File: src/rtl/fp_trap_arbiter.sv
module fp_trap_arbiter #(
  parameter int ADDR_W = 32,
  parameter int NUM_W  = 8
) (
  input  logic              clk,
  input  logic              rst,
  input  logic              done_i,
  input  logic [7:0]        exc_i,
  input  logic [7:0]        en_i,
  input  logic [ADDR_W-1:0] vbase_i,
  input  logic              move_out_i,
  output logic              trap_o,
  output logic [NUM_W-1:0]  vec_num_o,
  output logic [NUM_W+1:0]  vec_off_o,
  output logic [ADDR_W-1:0] vec_addr_o,
  output logic              mid_o
);
  localparam int OFF_W = NUM_W + 2;

  logic [7:0]        hit;
  logic              any_hit;
  logic [NUM_W-1:0]  win_num;
  logic [OFF_W-1:0]  win_off;
  logic [ADDR_W-1:0] win_addr;

  assign hit     = exc_i & en_i;
  assign any_hit = |hit;

  always_comb begin
    casez (hit)
      8'b1???????: win_num = NUM_W'(48);
      8'b01??????: win_num = NUM_W'(54);
      8'b001?????: win_num = NUM_W'(52);
      8'b0001????: win_num = NUM_W'(53);
      8'b00001???: win_num = NUM_W'(51);
      8'b000001??: win_num = NUM_W'(50);
      8'b0000001?: win_num = NUM_W'(49);
      8'b00000001: win_num = NUM_W'(49);
      default:     win_num = '0;
    endcase
  end

  assign win_off  = {win_num, 2'b00};
  assign win_addr = vbase_i + ADDR_W'(win_off);

  always_ff @(posedge clk) begin
    if (rst) begin
      trap_o     <= 1'b0;
      vec_num_o  <= '0;
      vec_off_o  <= '0;
      vec_addr_o <= '0;
      mid_o      <= 1'b0;
    end else if (done_i) begin
      trap_o     <= any_hit;
      vec_num_o  <= win_num;
      vec_off_o  <= win_off;
      vec_addr_o <= any_hit ? win_addr : '0;
      mid_o      <= any_hit & move_out_i;
    end else begin
      trap_o     <= 1'b0;
    end
  end

  logic armed;
  always_ff @(posedge clk) begin
    if (rst) armed <= 1'b0;
    else     armed <= 1'b1;
  end

  // a trap only follows a strobe
  a_r7_after_strobe: assert property (@(posedge clk) disable iff (rst)
    trap_o |-> armed && $past(done_i));

  // one pulse per strobe
  a_r7_single_pulse: assert property (@(posedge clk) disable iff (rst)
    (trap_o && !done_i) |=> !trap_o);


  a_r2_vec_range: assert property (@(posedge clk) disable iff (rst)
    trap_o |-> (vec_num_o >= NUM_W'(48) && vec_num_o <= NUM_W'(54)));


  a_r1_quiet_zero: assert property (@(posedge clk) disable iff (rst)
    (armed && $past(done_i) && !trap_o) |-> (vec_num_o == '0 && vec_addr_o == '0 && !mid_o));


  a_r4_offset: assert property (@(posedge clk) disable iff (rst)
    vec_off_o == {vec_num_o, 2'b00});


  a_r5_address: assert property (@(posedge clk) disable iff (rst)
    trap_o |-> vec_addr_o == $past(vbase_i) + ADDR_W'(vec_off_o));


  a_r8_hold: assert property (@(posedge clk) disable iff (rst)
    (armed && !$past(done_i)) |-> ($stable(vec_num_o) && $stable(vec_addr_o) && $stable(mid_o)));


  a_r6_mid_needs_trap: assert property (@(posedge clk) disable iff (rst)
    (armed && $past(done_i) && mid_o) |-> trap_o);
endmodule

File: config.mk
export PLATFORM = sky130hd
export DESIGN_NAME = fp_trap_arbiter
export DESIGN_NICKNAME = d
export VERILOG_FILES = /design/src/rtl/fp_trap_arbiter.sv
export SDC_FILE = /design/constraint.sdc
export NUM_CORES = 1
export LEC_CHECK = 0
export BUFFER_PORTS_ARGS = -buffer_cell sky130_fd_sc_hd__buf_2
export CAP_MARGIN = 20
export CELL_PAD_IN_SITES_DETAIL_PLACEMENT = 1
export CELL_PAD_IN_SITES_GLOBAL_PLACEMENT = 1
export CORE_ASPECT_RATIO = 0.5
export CORE_MARGIN = 8
export CORE_UTILIZATION = 36
export CTS_CLUSTER_SIZE = 25
export DETAILED_ROUTE_END_ITERATION = 6
export PLACE_DENSITY_LB_ADDON = 0.1
export RECOVER_POWER = 25
export SLEW_MARGIN = 20
export SYNTH_ARGS = -nofsm -noshare
export SYNTH_HDL_FRONTEND = slang
export SYNTH_SLANG_ARGS = --single-unit
File: constraint.sdc
create_clock -name clk -period 6.26 [get_ports clk]
set_input_delay 1.878 -clock clk [delete_from_list [all_inputs] [get_ports clk]]
set_output_delay 1.878 -clock clk [all_outputs]
set_load 0.03 [all_outputs]
==> reports/metrics.yaml <==
synth_top_family_by_area: "compound AO/OA/AOI/OAI gates"
setup_viol: 0
routabilityCongestion: 0.830
synthMuxAreaShare: 0.0135
netlist_top_cells_area: "dfxtp_1 34%, xnor2_1 8.6%, nand2_1 5.9%"
dr.pass1.iters: 5
drt_iter0_drc: 69
die_area_sq_mm: 0.00912
grt.total_usage: 0.155
final_layout_size_suffix_gt1_frac: 0.298
synth.yosys.seq_area_share: 0.341
totalWireLength_mm: 7.00
clkLatencyLatePin_ps: 280
syn2layout_area_growth_pct: 25.4
peakVddDrop_mv: 0.110
tightestPinTransition_ps: 859
finalPower_w: 0.000679
p_leak_nw: 1.19
cts_resized: 0
finalClockSkew_ps: 0
viasPerCell: 5.13
max_freq_mhz: 209
cts_num_sinks: 38
yosysMostFrequentCell: "dfxtp_1"
setup-tns-final_ps: 0
synth-xor-area-share: 0.0943
synth_cells: 252
fillerInstances: 767
clk_pin_slew_ps: 50
crit_fanout: 10
synth_adder_area_share: 0.0370
synth_area_leader_cell: "dfxtp_1"
yosysTopAreaCellShare: 0.341
grt_pass1_vias: 2418
maxCapViolCount: 0
relSlewSlack: 0.427
hpwl_mm: 5.41
hold_class: "reg -> reg"
cts.root.buffer_cell: "clkbuf_16"
grt_pass1_wl_mm: 11.5
cts_setup_buffers: 0
avgRoutedWirePerCell_um: 16.4
final_hold_viol_count: 0
rsz0062_at_grt: "no"
cts_max_level: 2
final_max_slew_viol_count: 0
port_buffers: 95
synth_enable_flop_cells: 0
cts-buffers-inserted: 5
place_ws_ps: 1180
path_class: "in -> reg"
ios: 104
row_count: 20
cts_hold_buf: 0
yosys_warnings: 0
synth-compound-area-share: 0.235
vias: 2192
post-route-period-util: 0.766
core_sq_mm: 0.00603
synth_cell_types: 49
clockBufferDepth: 2
required_ps: 6430
grt_overflow_total: 0
drtAntennaViolNets: 0
die_w_um: 127
syn_area_per_cell_sq_um: 8.85
setup_ws_ps: 1460
synthTopCellsByCount: "38 x dfxtp_1, 35 x nand2_1, 22 x o21ai_0, 22 x xnor2_1, 15 x buf_4"
cts_tree: "done"
ys.flop_type: "dfxtp_1"
drc_errors: 0
grt_max_degree: 33
async_flop_share: 0
p_per_area_mw_per_mm2: 243
cp-start-kind: "input port"
die_h_um: 71.7
arrival_ps: 4960
synth-seq-cells: 38
end_kind: "flip-flop"
initial_core_util: 0.370
synthesis.area_sq_mm: 0.00223
antenna_found_initial: 0
status: "finished clean"
synth_simple_gate_area_share: 0.184
period_needed_ps: 4800
layout.nets: 397
antenna_cells: 0
## logic make-up (layout without fill, tap and decap cells)
group	count (synthesis)	in the layout
AOI/OAI and AO/OA	72	72
xor gates and xnor gates	24	24
adders and majority gates	6	6
buffers and inverters	33	113
DFF	38	38
muxes	3	3
other	1	8
and+or+nand+nor	75	75
## layer usage
metal	track usage	up-vias	wire length, um
met4	0.0549	0	102
met2	0.276	74	3410
li1	-	1064	-
met3	0.0518	9	480
met5	0	-	0
met1	0.170	1045	3010
## sequential cells by signal, summed over array words and instances, names as in the netlist
register	count
vec_addr_o	32
vec_off_o	4
mid_o	1
trap_o	1
## placed cells by master (no fill, tap or decap), drive strengths merged, types with 3 or more instances in the layout
cell     count
nand2       35
mux2i        3
nor2b        3
inv          8
nand3        8
buf         78
nor2         9
xnor2       22
and4         3
o21ai       27
a2111oi      7
clkbuf      25
ha           5
a222oi       4
dfxtp       38
a22o         5
conb         8
a31oi        3
nand4        4
nor3         3
a211oi       8
a21oi        7
## final timing paths
path | startpoint | end | slack [ps] | cells past startpoint
max | exc_i[4] | vec_addr_o[26] | 1460 | 11
min | vec_addr_o[25] | vec_addr_o[25] | 440 | 2
max reg2reg | vec_addr_o[4] | vec_addr_o[4] | 5500 | 3
min reg2reg | vec_addr_o[25] | vec_addr_o[25] | 440 | 2
## area by class of cell
| cell class | instances | area, sq um | area share |
|---|---|---|---|
| inverter | 8 | 30.0 | 0.0107 |
| tap | 88 | 110 | 0.0394 |
| multi-input combinational | 188 | 1290 | 0.460 |
| sequential | 38 | 761 | 0.272 |
| clock inverter | 2 | 10.0 | 0.00358 |
| timing repair buffer | 98 | 473 | 0.169 |
| clock buffer | 5 | 125 | 0.0447 |
## critical path, stage by stage
cell	delay (ps)
buf_2	100
a222oi_1	530
or2b_1	270
a22oi_1	260
inv_1	110
fa_1	440
nor2b_1	180
o21ai_2	190
a211oi_1	550
a21oi_1	160
a211o_1	290
## metrics by stage
stage | instances | hold slack, ps | area [sq um] | util
after floorplan | 259 | 573 | 2260 | -
after global placement | 420 | 430 | 2690 | 0.445
after detailed placement | 420 | 437 | 2690 | 0.445
after CTS | 427 | 445 | 2820 | 0.468
after global routing | 427 | 470 | 2800 | 0.464
final | 427 | 443 | 2800 | 0.464
## where the power goes
part	switching, W	internal [W]
sequential	0.00000938	0.000260
combinational	0.000114	0.0000550
clock	0.0000969	0.000144
Note: power is estimated with default switching activity, not from simulation.
